### config.mk
export PLATFORM = sky130hd
export DESIGN_NAME = spdif_aux_tdm_fmt
export DESIGN_NICKNAME = d
export VERILOG_FILES = /design/src/rtl/spdif_fmt_pkg.sv /design/src/rtl/spdif_fmt_bclk.sv /design/src/rtl/spdif_fmt_hold.sv /design/src/rtl/spdif_fmt_ser.sv /design/src/rtl/spdif_aux_tdm_fmt.sv
export SDC_FILE = /design/constraint.sdc
export NUM_CORES = 1
export LEC_CHECK = 0
export CORE_UTILIZATION = 25
export CTS_CLUSTER_DIAMETER = 80
export DETAILED_ROUTE_END_ITERATION = 10
export PLACE_DENSITY_LB_ADDON = 0.1
export SLEW_MARGIN = 20
export SYNTH_ARGS = -nofsm -noshare
export SYNTH_HDL_FRONTEND = slang
export SYNTH_HIERARCHICAL = 1
export SYNTH_SLANG_ARGS = --single-unit
### constraint.sdc
create_clock -name clk -period 7.41 [get_ports clk]
set_clock_uncertainty 0.15 [all_clocks]
set_input_delay 1.8525 -clock clk [delete_from_list [all_inputs] [get_ports clk]]
set_output_delay 1.8525 -clock clk [all_outputs]
set_load 0.1 [all_outputs]
### src/rtl/spdif_fmt_pkg.sv
package spdif_fmt_pkg;

  localparam int AUDIO_W = 24;

  typedef enum logic {
    FMT_I2S = 1'b0,
    FMT_TDM = 1'b1
  } fmt_e;

  typedef struct packed {
    logic [AUDIO_W-1:0] left;
    logic [AUDIO_W-1:0] right;
    logic               cs_l;
    logic               cs_r;
    logic               u_l;
    logic               u_r;
    logic               v_l;
    logic               v_r;
    logic               bstart;
  } frame_s;

endpackage

### src/rtl/spdif_fmt_bclk.sv
module spdif_fmt_bclk #(
  parameter int HALF_DIV = 2
) (
  input  logic clk,
  input  logic rst_n,
  output logic bclk_o,
  output logic rise_o,
  output logic fall_o
);
  localparam int DW = (HALF_DIV > 1) ? $clog2(HALF_DIV) : 1;

  logic [DW-1:0] div_q, div_d;
  logic          bclk_q, bclk_d;
  logic          wrap;

  assign wrap = (div_q == DW'(HALF_DIV - 1));

  always_comb begin
    div_d  = wrap ? '0 : div_q + DW'(1);
    bclk_d = wrap ? ~bclk_q : bclk_q;
  end

  always_ff @(posedge clk or negedge rst_n) begin
    if (!rst_n) begin
      div_q  <= '0;
      bclk_q <= 1'b0;
    end else begin
      div_q  <= div_d;
      bclk_q <= bclk_d;
    end
  end

  assign bclk_o = bclk_q;
  assign rise_o = wrap & ~bclk_q;
  assign fall_o = wrap & bclk_q;

  // every falling strobe leaves the bit clock low on the next cycle
  a_r9_fall_lowers_bclk: assert property (@(posedge clk) disable iff (!rst_n)
    fall_o |=> !bclk_o);

endmodule

### src/rtl/spdif_fmt_hold.sv
module spdif_fmt_hold
  import spdif_fmt_pkg::*;
#(
  parameter int BSTART_LEN = 16
) (
  input  logic               clk,
  input  logic               rst_n,
  input  logic               cap_i,
  input  logic               first_i,
  input  logic [AUDIO_W-1:0] left_i,
  input  logic [AUDIO_W-1:0] right_i,
  input  logic               cs_l_i,
  input  logic               cs_r_i,
  input  logic               u_l_i,
  input  logic               u_r_i,
  input  logic               v_l_i,
  input  logic               v_r_i,
  input  logic               load_i,
  output frame_s             act_o
);
  localparam int CNW = $clog2(BSTART_LEN + 1);
  localparam logic [CNW-1:0] CNT_SAT = CNW'(BSTART_LEN);

  logic [CNW-1:0] cnt_q, cnt_d;
  frame_s         pend_q, pend_d;
  frame_s         act_q, act_d;

  always_comb begin
    cnt_d  = cnt_q;
    pend_d = pend_q;
    if (cap_i) begin
      if (first_i)
        cnt_d = '0;
      else if (cnt_q != CNT_SAT)
        cnt_d = cnt_q + CNW'(1);
      pend_d.left   = left_i;
      pend_d.right  = right_i;
      pend_d.cs_l   = cs_l_i;
      pend_d.cs_r   = cs_r_i;
      pend_d.u_l    = u_l_i;
      pend_d.u_r    = u_r_i;
      pend_d.v_l    = v_l_i;
      pend_d.v_r    = v_r_i;
      pend_d.bstart = (cnt_d < CNT_SAT);
    end
    act_d = load_i ? pend_q : act_q;
  end

  always_ff @(posedge clk or negedge rst_n) begin
    if (!rst_n) begin
      cnt_q  <= CNT_SAT;
      pend_q <= '0;
      act_q  <= '0;
    end else begin
      cnt_q  <= cnt_d;
      pend_q <= pend_d;
      act_q  <= act_d;
    end
  end

  assign act_o = act_q;

  // a flagged capture always opens the block-start window
  a_r10_first_opens_window: assert property (@(posedge clk) disable iff (!rst_n)
    (cap_i && first_i) |=> pend_q.bstart);
  // frame counter never passes its saturation value
  a_r10_cnt_bounded: assert property (@(posedge clk) disable iff (!rst_n)
    cnt_q <= CNT_SAT);
  // the sent frame only changes on a frame-boundary load
  a_r11_active_held: assert property (@(posedge clk) disable iff (!rst_n)
    !load_i |=> $stable(act_q));

endmodule

### src/rtl/spdif_fmt_ser.sv
module spdif_fmt_ser
  import spdif_fmt_pkg::*;
#(
  parameter int SLOT_W = 32,
  parameter int SLOTS  = 8
) (
  input  logic   clk,
  input  logic   rst_n,
  input  logic   rise_i,
  input  logic   fall_i,
  input  fmt_e   fmt_req_i,
  input  frame_s act_i,
  output logic   load_o,
  output logic   fclk_o,
  output logic   data_o,
  output logic   aux_lr_o,
  output logic   aux_cs_o,
  output logic   aux_u_o,
  output logic   aux_v_o,
  output logic   aux_bs_o
);
  localparam int PW       = $clog2(SLOT_W);
  localparam int TDM_BITS = SLOT_W * SLOTS;
  localparam int I2S_BITS = 2 * SLOT_W;
  localparam int CW       = $clog2(TDM_BITS);
  localparam int SW       = CW - PW;
  localparam int PAD      = SLOT_W - AUDIO_W;
  localparam int AUX_N    = 7;
  localparam logic [SW-1:0] SL_LEFT  = SW'(0);
  localparam logic [SW-1:0] SL_AUX   = SW'(1);
  localparam logic [SW-1:0] SL_RIGHT = SW'(SLOTS / 2);

  logic [CW-1:0]     bit_q, bit_d, last;
  fmt_e              mode_q, mode_d;
  logic              at_end, wrap;
  logic [SLOT_W-1:0] w_left, w_right, w_aux, w_sel;
  logic [PW-1:0]     ipos;
  logic [SW-1:0]     slot;
  logic              half;
  logic              fclk_q, data_q, lr_q, cs_q, u_q, v_q, bs_q;
  logic              fclk_d, data_d, lr_d, cs_d, u_d, v_d, bs_d;

  // frame length of the format currently running
  assign last   = (mode_q == FMT_TDM) ? CW'(TDM_BITS - 1) : CW'(I2S_BITS - 1);
  assign at_end = (bit_q == last);
  assign wrap   = fall_i & at_end;
  assign load_o = rise_i & at_end;

  always_comb begin
    mode_d = wrap ? fmt_req_i : mode_q;
    bit_d  = bit_q;
    if (fall_i) bit_d = at_end ? '0 : bit_q + CW'(1);
  end

  // slot words, left-justified, MSB first
  assign w_left  = {act_i.left,  {PAD{1'b0}}};
  assign w_right = {act_i.right, {PAD{1'b0}}};
  assign w_aux   = {act_i.bstart, act_i.cs_r, act_i.cs_l, act_i.u_r, act_i.u_l,
                    act_i.v_r, act_i.v_l, {(SLOT_W - AUX_N){1'b0}}};
  assign ipos    = ~bit_d[PW-1:0];
  assign slot    = bit_d[CW-1:PW];

  always_comb begin
    if (mode_d == FMT_TDM) begin
      half   = bit_d[CW-1];
      fclk_d = (bit_d == '0);
      if (slot == SL_LEFT)       w_sel = w_left;
      else if (slot == SL_RIGHT) w_sel = w_right;
      else if (slot == SL_AUX)   w_sel = w_aux;
      else                       w_sel = '0;
    end else begin
      half   = bit_d[PW];
      fclk_d = half;
      // one bit clock of delay after each frame-clock edge
      w_sel  = half ? (w_right >> 1) : (w_left >> 1);
    end
    data_d = w_sel[ipos];
    lr_d   = half;
    cs_d   = half ? act_i.cs_r : act_i.cs_l;
    u_d    = half ? act_i.u_r  : act_i.u_l;
    v_d    = half ? act_i.v_r  : act_i.v_l;
    bs_d   = act_i.bstart;
  end

  always_ff @(posedge clk or negedge rst_n) begin
    if (!rst_n) begin
      bit_q  <= CW'(I2S_BITS - 1);
      mode_q <= FMT_I2S;
    end else begin
      bit_q  <= bit_d;
      mode_q <= mode_d;
    end
  end

  always_ff @(posedge clk or negedge rst_n) begin
    if (!rst_n) begin
      fclk_q <= 1'b0;
      data_q <= 1'b0;
      lr_q   <= 1'b0;
      cs_q   <= 1'b0;
      u_q    <= 1'b0;
      v_q    <= 1'b0;
      bs_q   <= 1'b0;
    end else if (fall_i) begin
      fclk_q <= fclk_d;
      data_q <= data_d;
      lr_q   <= lr_d;
      cs_q   <= cs_d;
      u_q    <= u_d;
      v_q    <= v_d;
      bs_q   <= bs_d;
    end
  end

  assign fclk_o   = fclk_q;
  assign data_o   = data_q;
  assign aux_lr_o = lr_q;
  assign aux_cs_o = cs_q;
  assign aux_u_o  = u_q;
  assign aux_v_o  = v_q;
  assign aux_bs_o = bs_q;

  // frame clock and data move only with a falling bit-clock strobe
  a_r9_fclk_on_fall: assert property (@(posedge clk) disable iff (!rst_n)
    !fall_i |=> $stable(fclk_q));
  a_r9_data_on_fall: assert property (@(posedge clk) disable iff (!rst_n)
    !fall_i |=> $stable(data_q));
  // running format only changes at the last bit of a frame
  a_r12_mode_at_boundary: assert property (@(posedge clk) disable iff (!rst_n)
    !(fall_i && at_end) |=> $stable(mode_q));
  // TDM frame pulse lasts a single bit clock
  a_r5_tdm_pulse_single: assert property (@(posedge clk) disable iff (!rst_n)
    (mode_q == FMT_TDM && fclk_q && fall_i && !at_end) |=> !fclk_q);
  // unused tail of the auxiliary slot stays zero
  a_r7_aux_tail_zero: assert property (@(posedge clk) disable iff (!rst_n)
    (mode_q == FMT_TDM && bit_q[CW-1:PW] == SL_AUX && bit_q[PW-1:0] >= PW'(AUX_N))
      |-> !data_q);

endmodule

### src/rtl/spdif_aux_tdm_fmt.sv
module spdif_aux_tdm_fmt
  import spdif_fmt_pkg::*;
#(
  parameter int HALF_DIV   = 2,
  parameter int BSTART_LEN = 16,
  parameter int SLOT_W     = 32,
  parameter int SLOTS      = 8
) (
  input  logic               clk,
  input  logic               rst_n,
  input  logic               cfg_we,
  input  logic [15:0]        cfg_wdata,
  input  logic               in_valid,
  input  logic [AUDIO_W-1:0] in_left,
  input  logic [AUDIO_W-1:0] in_right,
  input  logic               in_cs_l,
  input  logic               in_cs_r,
  input  logic               in_u_l,
  input  logic               in_u_r,
  input  logic               in_v_l,
  input  logic               in_v_r,
  input  logic               in_blk_first,
  output logic               ser_bclk,
  output logic               ser_fclk,
  output logic               ser_data,
  output logic               aux_lr,
  output logic               aux_cs,
  output logic               aux_user,
  output logic               aux_valid,
  output logic               aux_bstart
);
  localparam int CFG_BITS = 3;

  logic [CFG_BITS-1:0] cfg_q, cfg_d;
  logic                en_audio, en_aux;
  fmt_e                fmt_req;
  logic                bclk, rise, fall, load;
  frame_s              act;
  logic                fclk_i, data_i, lr_i, cs_i, u_i, v_i, bs_i;

  always_comb begin
    cfg_d = cfg_q;
    if (cfg_we) cfg_d = cfg_wdata[CFG_BITS-1:0];
  end

  always_ff @(posedge clk or negedge rst_n) begin
    if (!rst_n) cfg_q <= '0;
    else        cfg_q <= cfg_d;
  end

  assign en_audio = cfg_q[0];
  assign en_aux   = cfg_q[1];
  assign fmt_req  = fmt_e'(cfg_q[2]);

  spdif_fmt_bclk #(.HALF_DIV(HALF_DIV)) u_bclk (
    .clk    (clk),
    .rst_n  (rst_n),
    .bclk_o (bclk),
    .rise_o (rise),
    .fall_o (fall)
  );

  spdif_fmt_hold #(.BSTART_LEN(BSTART_LEN)) u_hold (
    .clk     (clk),
    .rst_n   (rst_n),
    .cap_i   (in_valid),
    .first_i (in_blk_first),
    .left_i  (in_left),
    .right_i (in_right),
    .cs_l_i  (in_cs_l),
    .cs_r_i  (in_cs_r),
    .u_l_i   (in_u_l),
    .u_r_i   (in_u_r),
    .v_l_i   (in_v_l),
    .v_r_i   (in_v_r),
    .load_i  (load),
    .act_o   (act)
  );

  spdif_fmt_ser #(.SLOT_W(SLOT_W), .SLOTS(SLOTS)) u_ser (
    .clk       (clk),
    .rst_n     (rst_n),
    .rise_i    (rise),
    .fall_i    (fall),
    .fmt_req_i (fmt_req),
    .act_i     (act),
    .load_o    (load),
    .fclk_o    (fclk_i),
    .data_o    (data_i),
    .aux_lr_o  (lr_i),
    .aux_cs_o  (cs_i),
    .aux_u_o   (u_i),
    .aux_v_o   (v_i),
    .aux_bs_o  (bs_i)
  );

  assign ser_bclk   = bclk   & en_audio;
  assign ser_fclk   = fclk_i & en_audio;
  assign ser_data   = data_i & en_audio;
  assign aux_lr     = lr_i   & en_aux;
  assign aux_cs     = cs_i   & en_aux;
  assign aux_user   = u_i    & en_aux;
  assign aux_valid  = v_i    & en_aux;
  assign aux_bstart = bs_i   & en_aux;

  // reserved write bits never alter the stored control value
  a_r4_rsvd_ignored: assert property (@(posedge clk) disable iff (!rst_n)
    (cfg_we && cfg_wdata[15:CFG_BITS] != '0) |=> cfg_q == $past(cfg_wdata[CFG_BITS-1:0]));
  // audio group silent while disabled
  a_r2_audio_off_low: assert property (@(posedge clk) disable iff (!rst_n)
    !cfg_q[0] |-> !(ser_bclk || ser_fclk || ser_data));
  // auxiliary group silent while disabled
  a_r3_aux_off_low: assert property (@(posedge clk) disable iff (!rst_n)
    !cfg_q[1] |-> !(aux_lr || aux_cs || aux_user || aux_valid || aux_bstart));

endmodule

## Yosys cells after proc, flatten, opt, wreduce, memory -nomap -nowiden

Cells that the tools add are included.

| operators by class | value |
|---|---|
| add/sub/neg operators | 3 |
| multiply operators | 0 |
| divide/modulo/power cells | 0 |
| magnitude comparators | 2 |
| equal/unequal tests | 4 |
| shifts and indexed selects | 0 |
| muxes and demuxes | 20 |
| bitwise operators | 14 |
| reductions and logical operators | 2 |

Operators by type and width:

| cell | number |
|---|---|
| two-way mux 32 bit | 4 |
| two-way mux 31 bit | 1 |
| two-way mux 8 bit | 3 |
| two-way mux 5 bit | 3 |
| AND 1 bit | 12 |
| adder 8 x 1 -> 8 bit, second input constant | 1 |
| equality test 8 bit | 1 |
| logical NOT 8 bit | 1 |
| two-way mux 1 bit | 8 |
| less-than comparator 5 x 6 -> 1 bit, second input constant | 1 |
| adder 5 x 1 -> 5 bit, second input constant | 1 |
| binary-select mux 1 bit (select 5 bit) | 1 |
| less-than comparator 5 bit, second input constant | 1 |
| != test 5 bit, second input constant | 1 |
| inverter 5 bit | 1 |
| equality test 3 x 1 -> 1 bit, second input constant | 1 |
| equality test 3 bit, second input constant | 1 |
| logical NOT 3 bit | 1 |
| adder 1 bit, second input constant | 1 |
| inverter 1 bit | 1 |

| storage, ports and cells | value |
|---|---|
| bits in registers | 136 |
| latch bits | 0 |
| RAM bits | 0 |
| memory bits (read-only) | 0 |
| output and inout bits | 8 |
| logic and storage cells | 76 |
| memories | 0 |

## Depth between registers and ports, before layout

| logic depth | value |
|---|---|
| depth after elaboration | 11 |
| depth in mapped cells | 14 |
| depth with buffers taken out | 11 |

## Hierarchy

Netlist, hierarchy kept.

Modules (own cells, without submodules):

| module | instances | cells an instance | area each (sq um) |
|---|---|---|---|
| spdif_fmt_hold | 1 | 263 | 4416.7 |
| spdif_fmt_ser | 1 | 242 | 2019.4 |
| spdif_aux_tdm_fmt | 1 | 14 | 158.9 |
| spdif_fmt_bclk | 1 | 6 | 78.8 |

## Worst setup path before layout

Ideal clock, no wire load.

| timing path | value |
|---|---|
| kind | register -> register |
| from | register u_ser.bit_q[1] |
| to | register u_ser.data_q, in the netlist u_ser/data_o |
| library setup time | 0.128 ns |
| arrival | 2.972 ns |
| required time | 7.132 ns |
| setup slack | 4.160 ns |
| stages on the path, launching flop included | 12 |
| buffers on the path | 1 |
| period minus slack after synthesis | 3.250 ns |
| cell sequence | dfstp_2 > ha_1 > a22o_1 > nand2_1 > o32ai_1 > buf_2 > mux4_2 > a22oi_2 > nor3_1 > or4_4 > o211ai_2 > a22oi_2 |

| between the ends | value |
|---|---|
| word-level cells in the longest chain between the ends | 10 |
| elaborated cells on any way between the ends | 17 |

RTL lines:

| what | RTL line | text |
|---|---|---|
| start, declared | spdif_fmt_ser.sv:33 | `logic [CW-1:0] bit_q, bit_d, last;` |
| start signal, assigned | spdif_fmt_ser.sv:87 | `bit_q <= CW'(I2S_BITS - 1);` |
| start signal, assigned | spdif_fmt_ser.sv:90 | `bit_q <= bit_d;` |
| adder 8 x 1 -> 8 bit or equality test 8 bit (tied branches) | spdif_fmt_ser.sv:52, spdif_fmt_ser.sv:45 |  |
| two-way mux 8 bit (2 in a row) | spdif_fmt_ser.sv:52 | `if (fall_i) bit_d = at_end ? '0 : bit_q + CW'(1);` |
| equality test 3 x 1 -> 1 bit | spdif_fmt_ser.sv:69 | `else if (slot == SL_AUX) w_sel = w_aux;` |
| two-way mux 32 bit | spdif_fmt_ser.sv:69 |  |
| two-way mux 32 bit | spdif_fmt_ser.sv:68 | `else if (slot == SL_RIGHT) w_sel = w_right;` |
| two-way mux 32 bit | spdif_fmt_ser.sv:67 | `if (slot == SL_LEFT) w_sel = w_left;` |
| two-way mux 32 bit | spdif_fmt_ser.sv:64 | `if (mode_d == FMT_TDM) begin` |
| binary-select mux 1 bit (select 5 bit) (*) | spdif_fmt_ser.sv:77 | `data_d = w_sel[ipos];` |
| two-way mux 1 bit (implied by the code) (*) | spdif_fmt_ser.sv:77 |  |
| end signal, assigned | spdif_fmt_ser.sv:106 | `data_q <= data_d;` |
| end, declared | spdif_fmt_ser.sv:40 | `logic fclk_q, data_q, lr_q, cs_q, u_q, v_q, bs_q;` |

Every way passes the cells marked *; elsewhere a longest branch is shown, timed or not. The select of a mux whose other input is x is not followed.
A chain may end at the register's enable or synchronous reset.

## Final worst setup path

| timing path | value |
|---|---|
| from | register cfg_q[0] |
| to | output port ser_data |

| between the ends | value |
|---|---|
| word-level cells in the longest chain between the ends | 1 |

RTL lines:

| what | RTL line | text |
|---|---|---|
| start, declared | spdif_aux_tdm_fmt.sv:34 | `logic [CFG_BITS-1:0] cfg_q, cfg_d;` |
| start signal, assigned | spdif_aux_tdm_fmt.sv:48 | `else cfg_q <= cfg_d;` |
| AND 1 bit | spdif_aux_tdm_fmt.sv:99 | `assign ser_data = data_i & en_audio;` |
| end, declared | spdif_aux_tdm_fmt.sv:25 | `output logic ser_data,` |

Every way passes these cells.

==> results by group <==
Status
  – Status: finished with violations
  – Violations in the final reports: design-rule violations

Critical path
  – Slack of the worst reg-to-reg path: 3.47 ns
  – Cell Chain, Critical Path: and2_1 -> clkdlybuf4s50_1
  – Required time of the worst setup path: 5.41 ns
  – Worst Setup EP: ser_data
  – Critical Path Sink Type: primary output
  – Worst R2R Start: u_bclk/div_q
  – Critical path startpoint category: register
  – Launching instance or port of the critical path: cfg_q[0]
  – Delay contributed by the slowest stage of the critical path: 1.13 ns
  – Max FO, Critical Path: 4
  – Cell count of the worst reg-to-reg path: 10
  – Category of the critical setup timing path: reg -> out
  – R2R Path End: u_ser/data_o
  – Slowest CP cell: sky130_fd_sc_hd__clkdlybuf4s50_1
  – Data arrival, critical path: 2.10 ns

Place
  – RePlAce Congestion: 0.785
  – Port buffer count: 69
  – HPWL after detailed placement: 10700 um
  – Worst Setup Slack post-DPL: 3.51 ns

Power and ir drop
  – Power per Cell Area: 213 mW/mm^2
  – Worst voltage drop across the vdd grid: 110 uV
  – Static leakage: 3.47 nW

Global routing
  – Global-route congestion overflow total: 0
  – Largest net degree at the start of global routing: 76
  – Via count of the first global-routing pass: 4472
  – Number of antenna violations at the first check in global routing: 0
  – Total Routing Usage GR: 12.1%
  – Wire length of the first global-routing pass: 25000 um

Floorplanning
  – Area enclosed by the die boundary: 0.0274 mm^2
  – Die width: 165 um
  – Num rows: 59
  – Core region area: 0.0261 mm^2
  – Initial Util: 25.5%
  – Die boundary height: 165 um
  – Number of placed I/O pins: 83

Drt
  – First-iteration detailed-routing DRC count: 134
  – Number of iterations in the first detailed-routing pass: 7
  – Number of remaining DRC errors: 4
  – Antenna Nets Post-Route: 0
  – Via count: 4356
  – Aggregate routed wire length: 15400 um
  – Wire length per cell: 16.4 um
  – Via-to-Cell Ratio: 4.65

Clock network
  – H-tree levels: 4
  – TritonCTS clock tree: done
  – Worst-skew pair later-pin latency: 0.42 ns
  – Worst-path clk slew: 0.06 ns
  – Max Buffers Root-to-Sink: 2
  – Post-CTS Setup Repair Bufs: 0
  – Root Buffer Master: sky130_fd_sc_hd__clkbuf_16
  – Clock buffer count from CTS: 17
  – CTS hold repair buffers: 0
  – Clock sink total: 136
  – Post-CTS sizing: 0

Synth
  – Net count after synthesis: 603
  – Post-synth design cell area: 0.00667 mm^2
  – Synthesized flop and latch total: 136
  – Library cell with the highest instance count after synthesis: sky130_fd_sc_hd__dfrtp_1
  – Async set or reset register ratio after synthesis: 100%
  – Main synth FF type: sky130_fd_sc_hd__dfrtp_1
  – Post-synthesis instance total: 525
  – Post-synth top area share: 48.4%
  – Number of synthesized flops with an enable pin: 0
  – Cells taking the most area after synthesis: sky130_fd_sc_hd__dfrtp_1 (48%), sky130_fd_sc_hd__mux2_2 (19%), sky130_fd_sc_hd__mux2i_1 (5.5%)
  – Cell taking the most area after synthesis: sky130_fd_sc_hd__dfrtp_1
  – List of most frequent post-synthesis cells: sky130_fd_sc_hd__dfrtp_1 (129), sky130_fd_sc_hd__mux2_2 (114), sky130_fd_sc_hd__mux2i_1 (37)
  – Synth warnings: 6
  – Number of distinct library cell variants in the gate-level netlist after synthesis: 64
  – Proportion of synthesized chip area in sequential cells: 51.1%
  – Average footprint of a synthesized cell: 12.7 um^2

Final layout
  – Area delta synth->final: 23.5%
  – # diodes: 0
  – Layout cells sized above 1: 29.7%
  – Net total in the final layout: 667

STA
  – Setup repair after global routing missed its margin: false
  – Max-slew violation total from the final report: 0
  – Crit path setup slack, layout: 3.30 ns
  – Post-layout minimum cycle time: 4.11 ns
  – Setup tns final: 0 ns
  – Post-Route Hold Slack: 0.330 ns
  – Number of endpoints with negative hold slack in the final report: 0
  – # setup viols final: 0
  – Worst slew margin: 34.6%
  – Worst-margin pin slew: 0.977 ns
  – Final Cycle Share: 55.4%
  – Maximum clock frequency: 0.243 GHz

Flow run
  – Number of maximum-capacitance constraint violations: 0

Min path
  – Class of the tightest hold or removal check: reg -> reg
## cell usage in the layout (no fill, tap or decap), drive strengths merged, types with 5 or more instances in the layout
cell           netlist  layout
dfstp                7       7
o22ai                6       6
clkinv               0       6
and2                13      13
mux4                 6       6
o21ai               18      18
dfrtp              129     129
mux2               117     117
nand2b               5       5
inv                 17      19
a22o                 5       5
clkbuf               4      18
clkdlybuf4s50        0      67
nand3               13      13
buf                 25       7
a21oi                8       8
nor3                 6       6
mux2i               37      37
nand2               18      18
o211ai               5       5
nand4                6       6
nor2                21      21
## stage by stage
step | util (%) | power [mW] | instances | instance area (um^2)
2_1_floorplan | - | 0.859 | 525 | 6670
3_3_place_gp | 29.3 | 0.921 | 905 | 7650
3_5_place_dp | 29.3 | 0.925 | 905 | 7650
4_1_cts | 31.5 | 1.78 | 937 | 8240
5_1_grt | 31.5 | 1.83 | 937 | 8240
6_report | 31.5 | 1.75 | 937 | 8240
## report_power, final
part | total [mW] | internal, mW | switching, mW
clock network | 0.843 | 0.505 | 0.338
logic | 0.102 | 0.0643 | 0.0380
registers | 0.806 | 0.779 | 0.0264
total | 1.75 | 1.35 | 0.403
## worst min path at each step
stage                 startpoint           end  slack (ns)  cells after the start
detailed placement  u_bclk/div_q  u_bclk/div_q        0.32                      1
floorplan           u_bclk/div_q  u_bclk/div_q        0.29                      1
global route        u_bclk/div_q  u_bclk/div_q        0.36                      1
finish              u_bclk/div_q  u_bclk/div_q        0.33                      1
CTS                 u_bclk/div_q  u_bclk/div_q        0.33                      1
global placement    u_bclk/div_q  u_bclk/div_q        0.31                      1
## flip-flops by register name, summed over array words and instances, names as in the netlist
register,cells
u_hold/act_o,55
u_hold/pend_q,55
u_ser/bit_q,8
u_hold/cnt_q,5
cfg_q,3
u_bclk/bclk_o,1
u_bclk/div_q,1
u_ser/aux_bs_o,1
u_ser/aux_cs_o,1
u_ser/aux_lr_o,1
u_ser/aux_u_o,1
u_ser/aux_v_o,1
u_ser/data_o,1
u_ser/fclk_o,1
u_ser/mode_q,1
## cell families after synthesis
logic type,after synthesis,share of synthesized area (%)
flip-flops,136,51.1
AO/OA/AOI/OAI,71,7.61
multiplexers,160,27.4
XOR/XNOR,5,0.656
AND/OR/NAND/NOR,104,8.62
buffers and inverters,46,3.99
adder cells (fa/ha/maj),3,0.562
## worst max-delay path, delay by kind of cell (launching register included)
kind	cells	cell delay, ns
DFF	1	0.39
buffers and inverters	1	1.13
and+or+nand+nor	1	0.16
## layout make-up
cell class	count	area, um^2
clock buffer	18	439
clock inverter	14	149
fill	2669	17900
inverter	17	63.8
multi-input combinational	343	3030
sequential	136	3410
tap	335	419
timing repair buffer	74	724
## routing by layer
layer | global-route usage [%] | routed length [um]
met4 | 4.71 | 262
met2 | 18.6 | 7090
met1 | 16.2 | 7470
met3 | 3.10 | 534
met5 | 0 | 0
No activity file was read; power rests on OpenSTA's default activity.
